## src/rtl/syscfg_pkg.sv

```systemverilog
package syscfg_pkg;
   // word slots decoded on the bus address
   localparam int unsigned SLOT_KEY = 0;
   localparam int unsigned SLOT_DEV = 1;
   localparam int unsigned SLOT_AUD = 2;
   localparam int unsigned SLOT_SYS = 3;
   // unlock key value
   localparam logic [7:0]  UNLOCK_KEY = 8'hAA;
endpackage

```

## src/rtl/syscfg_unlock.sv

```systemverilog
module syscfg_unlock #(
   parameter int unsigned ADDR_W   = 4,
   parameter int unsigned DATA_W   = 32,
   parameter int unsigned KEY_SLOT = 0
) (
   input  logic              clk,
   input  logic              rst_n,
   input  logic              we,
   input  logic [ADDR_W-1:0] addr,
   input  logic [DATA_W-1:0] wdata,
   output logic              armed
);
   import syscfg_pkg::*;

   localparam logic [ADDR_W-1:0] KEY_ADDR = ADDR_W'(KEY_SLOT);
   localparam logic [DATA_W-1:0] KEY_WORD = DATA_W'(UNLOCK_KEY);

   logic key_hit;
   assign key_hit = (addr == KEY_ADDR) && (wdata == KEY_WORD);

   // every write replaces the state: only a key write leaves it armed
   always_ff @(posedge clk or negedge rst_n) begin
      if (!rst_n)  armed <= 1'b0;
      else if (we) armed <= key_hit;
   end
endmodule

```

## src/rtl/syscfg_prot_reg.sv

```systemverilog
module syscfg_prot_reg #(
   parameter int unsigned     ADDR_W  = 4,
   parameter int unsigned     DATA_W  = 32,
   parameter int unsigned     SLOT    = 1,
   parameter logic [DATA_W-1:0] INIT  = '0,
   parameter bit              GUARDED = 1'b1
) (
   input  logic              clk,
   input  logic              rst_n,
   input  logic              we,
   input  logic [ADDR_W-1:0] addr,
   input  logic [DATA_W-1:0] wdata,
   input  logic              armed,
   output logic [DATA_W-1:0] q,
   output logic              commit
);
   localparam logic [ADDR_W-1:0] MY_ADDR = ADDR_W'(SLOT);

   logic hit;
   assign hit = we && (addr == MY_ADDR);

   generate
      if (GUARDED) begin : g_guard
         assign commit = hit && armed;
      end else begin : g_open
         logic unused_armed;
         assign unused_armed = armed;
         assign commit = hit;
      end
   endgenerate

   always_ff @(posedge clk or negedge rst_n) begin
      if (!rst_n)      q <= INIT;
      else if (commit) q <= wdata;
   end
endmodule

```

## src/rtl/syscfg_swrst_edge.sv

```systemverilog
module syscfg_swrst_edge #(
   parameter int unsigned DATA_W  = 32,
   parameter int unsigned RST_BIT = 31
) (
   input  logic              clk,
   input  logic              rst_n,
   input  logic              commit,
   input  logic [DATA_W-1:0] old_q,
   input  logic [DATA_W-1:0] new_d,
   output logic              pulse
);
   logic falling;
   assign falling = commit && old_q[RST_BIT] && !new_d[RST_BIT];

   always_ff @(posedge clk or negedge rst_n) begin
      if (!rst_n) pulse <= 1'b0;
      else        pulse <= falling;
   end
endmodule

```

## src/rtl/syscfg_lockreg.sv

```systemverilog
module syscfg_lockreg #(
   parameter int unsigned       ADDR_W   = 4,
   parameter int unsigned       DATA_W   = 32,
   parameter int unsigned       REV_W    = 4,
   parameter int unsigned       REV_LSB  = 28,
   parameter int unsigned       RST_BIT  = 31,
   parameter logic [DATA_W-1:0] DEV_INIT = '0,
   parameter logic [DATA_W-1:0] AUD_INIT = '0,
   parameter bit                AUD_GUARDED = 1'b1
) (
   input  logic              clk,
   input  logic              rst_n,
   input  logic [ADDR_W-1:0] bus_addr,
   input  logic [DATA_W-1:0] bus_wdata,
   input  logic              bus_we,
   output logic [DATA_W-1:0] bus_rdata,
   input  logic [REV_W-1:0]  rev_id,
   output logic [DATA_W-1:0] devcfg_o,
   output logic [DATA_W-1:0] audclk_o,
   output logic              rst_req_o
);
   import syscfg_pkg::*;

   localparam logic [ADDR_W-1:0] A_DEV = ADDR_W'(SLOT_DEV);
   localparam logic [ADDR_W-1:0] A_AUD = ADDR_W'(SLOT_AUD);
   localparam logic [ADDR_W-1:0] A_SYS = ADDR_W'(SLOT_SYS);

   // elaboration-time parameter checks
   generate
      if (DATA_W < 8)                begin : g_bad_dw  $error("DATA_W must hold the key"); end
      if (REV_LSB + REV_W > DATA_W)  begin : g_bad_rev $error("revision field exceeds word"); end
      if (RST_BIT >= DATA_W)         begin : g_bad_rst $error("reset bit outside word"); end
      if ((1 << ADDR_W) <= SLOT_SYS) begin : g_bad_aw  $error("ADDR_W too small for slots"); end
   endgenerate

   logic armed;
   logic dev_commit, aud_commit;
   logic [DATA_W-1:0] sys_word;

   syscfg_unlock #(.ADDR_W(ADDR_W), .DATA_W(DATA_W), .KEY_SLOT(SLOT_KEY)) u_unlock (
      .clk(clk), .rst_n(rst_n), .we(bus_we), .addr(bus_addr),
      .wdata(bus_wdata), .armed(armed)
   );

   syscfg_prot_reg #(.ADDR_W(ADDR_W), .DATA_W(DATA_W), .SLOT(SLOT_DEV),
                     .INIT(DEV_INIT), .GUARDED(1'b1)) u_dev (
      .clk(clk), .rst_n(rst_n), .we(bus_we), .addr(bus_addr),
      .wdata(bus_wdata), .armed(armed), .q(devcfg_o), .commit(dev_commit)
   );

   syscfg_prot_reg #(.ADDR_W(ADDR_W), .DATA_W(DATA_W), .SLOT(SLOT_AUD),
                     .INIT(AUD_INIT), .GUARDED(AUD_GUARDED)) u_aud (
      .clk(clk), .rst_n(rst_n), .we(bus_we), .addr(bus_addr),
      .wdata(bus_wdata), .armed(armed), .q(audclk_o), .commit(aud_commit)
   );

   syscfg_swrst_edge #(.DATA_W(DATA_W), .RST_BIT(RST_BIT)) u_swrst (
      .clk(clk), .rst_n(rst_n), .commit(dev_commit),
      .old_q(devcfg_o), .new_d(bus_wdata), .pulse(rst_req_o)
   );

   // read-only word: revision placed at its field, rest zero
   assign sys_word = DATA_W'(rev_id) << REV_LSB;

   logic unused_aud_commit;
   assign unused_aud_commit = aud_commit;

   always_comb begin
      bus_rdata = '0;
      if (bus_addr == A_DEV)      bus_rdata = devcfg_o;
      else if (bus_addr == A_AUD) bus_rdata = audclk_o;
      else if (bus_addr == A_SYS) bus_rdata = sys_word;
   end
endmodule

```

## config.mk

```make
export PLATFORM = sky130hd
export DESIGN_NAME = syscfg_lockreg
export DESIGN_NICKNAME = d
export VERILOG_FILES = /design/src/rtl/syscfg_pkg.sv /design/src/rtl/syscfg_unlock.sv /design/src/rtl/syscfg_prot_reg.sv /design/src/rtl/syscfg_swrst_edge.sv /design/src/rtl/syscfg_lockreg.sv
export SDC_FILE = /design/constraint.sdc
export NUM_CORES = 1
export LEC_CHECK = 0
export ABC_CLOCK_PERIOD_IN_PS = 1900
export BUFFER_PORTS_ARGS = -buffer_cell sky130_fd_sc_hd__buf_2
export CORE_MARGIN = 2
export CORE_UTILIZATION = 40
export DETAILED_ROUTE_END_ITERATION = 12
export PLACE_DENSITY = 0.78
export SLEW_MARGIN = 15
export SYNTH_ARGS = -nofsm -noshare
export SYNTH_HDL_FRONTEND = slang
export SYNTH_SLANG_ARGS = --single-unit
```

## constraint.sdc

```tcl
create_clock -name clk -period 1.9 [get_ports clk]
set_input_delay 0.095 -clock clk [delete_from_list [all_inputs] [get_ports clk]]
set_output_delay 0.095 -clock clk [all_outputs]
set_load 0.05 [all_outputs]
```

---- Word-level counts from Yosys, hierarchy flattened ----
Cells that the tools add are included.
operators by class
  reduce and logical (&&, ||, !) cells .... 9
  equal/unequal tests ..................... 4
  multiplexer cells ....................... 3
operators with widths
  cell                 count
  $mux 32              3
  $eq 32x8->1 const B  1
  $eq 4x2->1 const B   2
  $logic_and 1x1->1    7
  $eq 4x1->1 const B   1
  $logic_not 4->1      1
  $logic_not 1->1      1
word-level totals
  bits of input ports ..................... 43
  logic and storage cells ................. 20
  bits in registers ....................... 66

---- Depth between registers and ports, before layout ----
Gate-level depths: netlist of the first run.
  depth in word-level cells ............... 5
  depth in mapped cells ................... 5
  mapped depth without buffers ............ 3

---- By module ----
A second synthesis of the first run with hierarchy kept.
second synthesis, totals
  cell total of the unflattened synthesis .. 214
  area total of the unflattened synthesis .. 3375.7 µm²
by module, submodules not included
  module             sequential area each (µm²)  times used  area an instance (µm²)  cells each
  syscfg_prot_reg    800.8                       2           1360.1                  71
  syscfg_lockreg     0.0                         1           471.7                   54
  syscfg_unlock      25.0                        1           150.1                   16
  syscfg_swrst_edge  25.0                        1           33.8                    2

---- Worst setup path before layout of the first run ----
No wires, ideal clock.
  path type ............................... input port to flip-flop
  start point ............................. input port bus_addr[0]
  end point ............................... register u_aud.q[10]
  required time ........................... 1773 ps
  slack ................................... 544 ps
  stages on the path ...................... 5
  arrival ................................. 1228 ps
  cell sequence ........................... nor4b_4 -> and3_1 -> buf_2 -> buf_6 -> mux2_1
between the ends
  word-level cells in the longest chain between the ends .. 3
RTL lines
  what                  RTL line               source
  from (decl)           syscfg_lockreg.sv:13   input logic [ADDR_W-1:0] bus_addr,
  $eq 4x2->1            syscfg_prot_reg.sv:20  assign hit = we && (addr == MY_ADDR);
  $logic_and 1x1->1     syscfg_prot_reg.sv:20
  $logic_and 1x1->1     syscfg_prot_reg.sv:24  assign commit = hit && armed;
  to (signal assigned)  syscfg_prot_reg.sv:34  else if (commit) q <= wdata;
  to (decl)             syscfg_prot_reg.sv:14  output logic [DATA_W-1:0] q,
No other way between the ends.
A chain may end at the register's enable or synchronous reset.

---- Worst setup path in the final report of the first run ----
  start point ............................. input port bus_addr[0]
  end point ............................... output port bus_rdata[29]
between the ends
  word-level cells in the longest chain between the ends .. 4
  elaborated cells on any way between the ends .. 6
  classes of those cells .................. eq/ne: 3; mux: 3
RTL lines
  what        RTL line              source
  $eq 4x2->1  syscfg_lockreg.sv:72  else if (bus_addr == A_SYS) bus_rdata = sys_word;
  $mux 32     syscfg_lockreg.sv:72
  $mux 32     syscfg_lockreg.sv:71  else if (bus_addr == A_AUD) bus_rdata = audclk_o;
  $mux 32 *   syscfg_lockreg.sv:70  if (bus_addr == A_DEV) bus_rdata = devcfg_o;
  to (decl)   syscfg_lockreg.sv:16  output logic [DATA_W-1:0] bus_rdata,
Every way passes the cells marked *; elsewhere a longest branch is shown, timed or not.

==> results of run 1 <==
state kept, by name, summed over array words and instances (netlist names):
name	count
u_aud.q	32
u_dev.q	32
u_swrst.pulse	1
u_unlock.armed	1
per-stage QoR:
step	power [mW]	util (%)
floorplan	1.565	-
global placement	1.700	52.01
detailed placement	1.705	52.01
CTS	2.864	54.96
global route	2.933	54.96
finish	2.824	54.96
cell type report:
class,instances,area [um2]
Fill cell,654,3249
Sequential cell,66,1652
Multi-Input combinational cell,123,1200
Timing Repair Buffer,148,793.3
Clock buffer,12,155.1
Tap cell,99,123.9
Clock inverter,2,37.54
Inverter,1,3.754
timing repair:
| action | 4_1_cts | 5_1_grt |
|---|---|---|
| endpoints found under the setup margin | 0 | 0 |
| setup buffers | 0 | 0 |
| hold buffers | 2 | 0 |
| endpoints found under the hold margin | 68 | 0 |
power groups by stage:
stage	logic [mW]	clock network, mW	registers (mW)
2_1_floorplan	0.0455	0	1.52
5_1_grt	0.263	1.23	1.44
4_1_cts	0.248	1.18	1.43
3_3_place_gp	0.240	0	1.46
3_5_place_dp	0.244	0	1.46
6_report	0.245	1.14	1.43
logic make-up after synthesis:
group | Yosys count | synth area share [%]
buffers and inverters | 15 | 3.598
and+or+nand+nor | 26 | 6.520
AOI/OAI and AO/OA | 33 | 9.611
DFF | 66 | 55.88
muxes | 64 | 24.39
layout by cell type (no fill, tap or decap), drive strengths merged:
| cell | synthesis | routed |
|---|---|---|
| mux2 | 64 | 64 |
| buf | 8 | 146 |
| and3b | 1 | 1 |
| nor3 | 1 | 1 |
| a22o | 28 | 28 |
| dlygate4sd3 | 0 | 2 |
| nand2 | 8 | 8 |
| clkinvlp | 0 | 1 |
| a22oi | 4 | 4 |
| and3 | 2 | 2 |
| nand3b | 1 | 1 |
| nor4bb | 2 | 2 |
| bufinv | 0 | 1 |
| inv | 1 | 1 |
| dfrtp | 66 | 66 |
| nor4 | 5 | 5 |
| clkbuf | 6 | 12 |
| nor4b | 4 | 4 |
| o32ai | 1 | 1 |
| nand4 | 2 | 2 |
worst paths after layout:
path | start | to | cells after the start
setup / recovery | bus_addr[0] | bus_rdata[29] | 6
hold reg to reg | u_dev.q[24] | u_dev.q[24] | 1
min in group asynchronous | rst_n | u_dev.q[1] | 3
setup reg to reg | u_unlock.armed | u_aud.q[8] | 3
max in group asynchronous | rst_n | u_aud.q[19] | 3
hold / removal | bus_wdata[20] | u_dev.q[20] | 2
layer usage:
layer	vias to the layer above	part of all wire (%)	GRT usage, %
li1	1060	-	-
met1	1137	45	24.19
met2	86	48	31.00
met3	9	5.8	4.107
met4	0	1.1	6.154
met5	-	0	0
==> summary.txt, run 1 <==
Clocking
  – Buffers from clock root to sink, at most: 2
  – Worst-Skew Late Latency: 0.32 ns
  – Total CTS buffers: 9
  – Root buf cell: clkbuf_8
  – H-tree level count: 3
  – Post-CTS sizing: 0
  – Clock transition at path regs: 0.07 ns
  – Clock Sinks: 66
  – CTS tree: yes

Synth
  – FF+latch count, synth: 66
  – Syn avg cell area: 14.49 um2
  – EDFF count, synth: 0
  – Yosys cell types: 21
  – Register area share after synthesis: a little under three fifths
  – Ys Warns: 0
  – Most frequent cells after synthesis: 66 x dfrtp_1, 59 x mux2_1, 28 x a22o_1, 8 x nand2_1
  – Cell with the most instances after synthesis: dfrtp_1
  – Gate Count Post-Synth: around 200
  – Most used DFF post-synth: dfrtp_1
  – Synth Net Count: around 250
  – Area contributors post-synth: dfrtp_1 56%, mux2_1 22%, a22o_1 8.3%, buf_6 2.3%, mux2_2 1.9%
  – Area leader, netlist: dfrtp_1
  – Ys async rst share: 100.0%
  – Post-synth top area share: 55.88%
  – Cell Area, Synth: approximately 3000 um2

Timing
  – Slew Viols, Final: 0
  – Tmin final: around 1.6 ns
  – Period utilisation layout: roughly 82%
  – Actual slew at the worst max-slew pin: approximately 0.62 ns
  – Final hold slack: approximately 0.022 ns
  – Final setup viols: 0
  – Fmax: between 600 and 700 MHz
  – Clock Skew: approximately 0.0071 ns
  – Final Hold Fails: 0
  – Setup ws final: about 0.34 ns
  – Max-Slew Margin vs Limit: roughly 58%
  – RSZ-0062 raised after global routing: no
  – TNS Setup: 0 ns

Route
  – Via density per instance: roughly 5.1
  – Initial DRT Pass Iterations: 3
  – Antenna-violating nets left: 0
  – WL/cell: about 17 um
  – Detailed Route Iter0 Violations: 64
  – Total vias in the final route: 2292
  – DRT Wirelength: roughly 7500 um
  – Drc violations: 0

Placement
  – Placer Congestion: between 0.8 and 0.9
  – DP HPWL: roughly 5300 um
  – Pre-CTS worst setup slack: between 0.3 and 0.4 ns
  – Placed Cells: approximately 440
  – Port Buffers: 139
  – DP Area: approximately 3800 um2

Worst setup path
  – Worst-path cell chain: buf_2 -> nor4bb_1 -> buf_4 -> a22oi_1 -> nand2_1 -> buf_2
  – CP Class: input pin to output port
  – Worst endpoint required time: around 1.8 ns
  – Cell at the slowest stage of the critical path: nor4bb_1
  – Worst stage delay on the critical path: 0.58 ns
  – CP Launch Type: input pin
  – Top Family by Delay on Critical Path: simple AND/OR/NAND/NOR gates
  – Register-to-register setup slack: around 0.63 ns
  – Arrival @ worst endpoint: between 1 and 1.5 ns
  – Crit. End Element: output port
  – Worst path bufs/invs: 3
  – CP max FO: 4
  – Worst path most repeated cell: buf_2

Final layout
  – Fin area: just under 4000 um2
  – Fin nets: ~400
  – Final std cells w/o fill: around 450
  – Layout area overhead: 34.17%
  – Antenna cell count: 0
  – Layout cells sized above 1: a little under half

Die
  – Top-Level Pins: 140
  – Die area: approximately 8000 um2
  – Initial core utilization: 40.96%
  – Die span in y: 89.96 um
  – Row cnt: 31
  – Core region area: 7214 um2
  – Die Width: approximately 90 um

Power
  – VDD IR-drop max: just over 0.4 mV
  – Flop pwr share: between 50 and 60%
  – Static Leak: ~2.4 nW
  – Clk pwr share: 40.5%
  – Combinational Power Share: under 10%
  – Internal power: 2.160 mW
  – NetSw: 0.6638 mW
  – PwrDens: 712.2 nW/um2
  – Sw Share: about a quarter

Global route
  – Vias in the first global route: 2304
  – Largest net degree at the start of global routing: 67
  – GRT overflow: 0
  – Initial antenna violation count: 0
  – First-pass GRT wire length: between 10000 and 15000 um
  – All-Layer GR Usage: between 15 and 20%

Worst hold path
  – HP Class: input pin to flop

Run
  – Max_cap viols: 0

Outcome
  – Status: completed
Power figures use the tool's default switching activity.
==> run 2: changes to the inputs <==
--- a/config.mk
+++ b/config.mk
@@ -5,7 +5,7 @@
 export SDC_FILE = /design/constraint.sdc
 export NUM_CORES = 1
 export LEC_CHECK = 0
-export ABC_CLOCK_PERIOD_IN_PS = 1900
+export ABC_CLOCK_PERIOD_IN_PS = 1600
 export BUFFER_PORTS_ARGS = -buffer_cell sky130_fd_sc_hd__buf_2
 export CORE_MARGIN = 2
 export CORE_UTILIZATION = 40
==> constraint.sdc (replaced) <==
create_clock -name clk -period 1.6 [get_ports clk]
set_input_delay 0.08 -clock clk [delete_from_list [all_inputs] [get_ports clk]]
set_output_delay 0.08 -clock clk [all_outputs]
set_load 0.05 [all_outputs]
==> summary.txt, run 2 (synthesis results as in run 1) <==
Outcome
  – Status: completed

Final layout
  – Fin area: roughly 4300 um2
  – Layout cells sized above 1: ~44%
  – Top Registers: u_aud.q: 32 flops, u_dev.q: 32 flops
  – Layout area overhead: 44.67%
  – Antenna cell count: 0
  – Fin nets: 420
  – Commonest non-fill, non-tap cell in the layout: buf_2
  – Commonest non-fill, non-tap cells in the layout: 139 x buf_2, 66 x dfrtp_1, 59 x mux2_1

Route
  – Detailed Route Iter0 Violations: 56
  – Via density per instance: between 5 and 6
  – Total vias in the final route: 2453
  – WL/cell: roughly 17 um
  – Initial DRT Pass Iterations: 4
  – Antenna-violating nets left: 0
  – Drc violations: 0
  – DRT Wirelength: between 8000 and 9000 um

Timing
  – RSZ-0062 raised after global routing: no
  – Max-Slew Margin vs Limit: between 60% and 70%
  – Final Hold Fails: 0
  – Fmax: between 600 and 700 MHz
  – Actual slew at the worst max-slew pin: around 0.49 ns
  – Final setup viols: 0
  – Slew Viols, Final: 0
  – Period utilisation layout: 90.00%
  – Tmin final: around 1.4 ns
  – TNS Setup: 0 ns
  – Clock Skew: around 0.0060 ns

Die
  – Core region area: between 7000 and 8000 um2
  – Die area: a little over 8000 um2
  – Die span in y: 89.96 um
  – Top-Level Pins: between 100 and 150
  – Die Width: about 90 um
  – Initial core utilization: between 40% and 50%
  – Row cnt: 31

Placement
  – Port Buffers: approximately 140
  – DP HPWL: 5564 um
  – DP Area: approximately 3800 um2
  – Placer Congestion: around 0.8

Clocking
  – Root buf cell: clkbuf_8
  – Post-CTS Setup Bufs: 0
  – CTS tree: yes
  – Buffers from clock root to sink, at most: 2
  – Worst-Skew Late Latency: roughly 0.34 ns
  – Clock Sinks: 66
  – Clock transition at path regs: ~0.070 ns
  – H-tree level count: 3
  – Total CTS buffers: 9

Global route
  – All-Layer GR Usage: between 20% and 30%
  – Busiest grt layer: met2
  – Met3 usage: about 5.3%
  – Initial antenna violation count: 0
  – Largest net degree at the start of global routing: 67
  – GR Layer Usage met1: 25.51%
  – First-pass GRT wire length: 13120 um
  – GRT overflow: 0
  – Vias in the first global route: approximately 2500
  – GR Util met2: roughly a third

Worst hold path
  – HP Class: input pin to flop

Worst setup path
  – Crit. End Element: output port
  – CP Launch Type: input pin
  – CP Class: input pin to output port
  – CP max FO: 32
  – Arrival @ worst endpoint: 1.36 ns
  – Worst endpoint required time: roughly 1.5 ns

Power
  – Static Leak: about 2.5 nW
  – PwrDens: slightly below 800 nW/um2
  – VDD IR-drop max: around 0.55 mV
  – Final Power: approximately 3.4 mW

Run
  – Max_cap viols: 0
run 2: per-stage QoR:
| step | cells | util [%] | setup WS, ns | hold slack, ns |
|---|---|---|---|---|
| after global placement | 437 | 52.74 | 0.1041 | 0.1233 |
| after detailed placement | 437 | 52.74 | 0.08132 | 0.1298 |
| after CTS | 480 | 59.21 | 0.06520 | 0.001629 |
| after global routing | 480 | 59.26 | 0.06739 | 0.006017 |
| after floorplan | 204 | - | 0.2592 | -0.2156 |
| final | 480 | 59.26 | 0.1600 | 0.01699 |
run 2: path summary, 6_finish.rpt:
path / start / to / slack (ns) / depth (start not counted)
max in group asynchronous: rst_n / u_dev.q[20] / 1.02 / 3
hold / removal: bus_wdata[13] / u_aud.q[13] / 0.02 / 2
setup / recovery: bus_addr[0] / bus_rdata[24] / 0.16 / 5
setup reg to reg: u_unlock.armed / u_aud.q[17] / 0.37 / 3
min in group asynchronous: rst_n / u_dev.q[2] / 0.30 / 3
hold reg to reg: u_aud.q[2] / u_aud.q[2] / 0.51 / 1
run 2: critical path: stages:
cell     delay (ns)
buf_2          0.14
nor4b_4        0.33
buf_6          0.31
a22o_1         0.20
buf_2          0.26
run 2: layer usage:
| metal | vias to the layer above | wire [um] |
|---|---|---|
| met3 | 15 | 485 |
| met5 | - | 0 |
| met2 | 97 | 3835 |
| met4 | 0 | 171 |
| li1 | 1129 | - |
| met1 | 1212 | 3566 |
run 2: power breakdown:
| part | switching [mW] | internal, mW |
|---|---|---|
| Clock | 0.594 | 0.756 |
| Combinational | 0.213 | 0.130 |
| Sequential | 0.0155 | 1.69 |
| Total | 0.823 | 2.58 |
run 2: timing repair:
action | CTS | global route
hold buffers | 28 | 0
gates resized for setup | 0 | 1
endpoints found under the hold margin | 110 | 0
setup endpoints to repair | 0 | 1
run 2: area by class of cell:
type | instances | area, um2
Fill cell | 601 | 2939
Tap cell | 99 | 123.9
Clock buffer | 13 | 148.9
Multi-Input combinational cell | 123 | 1200
Clock inverter | 2 | 37.54
Sequential cell | 66 | 1652
Inverter | 1 | 3.754
Timing Repair Buffer | 176 | 1110
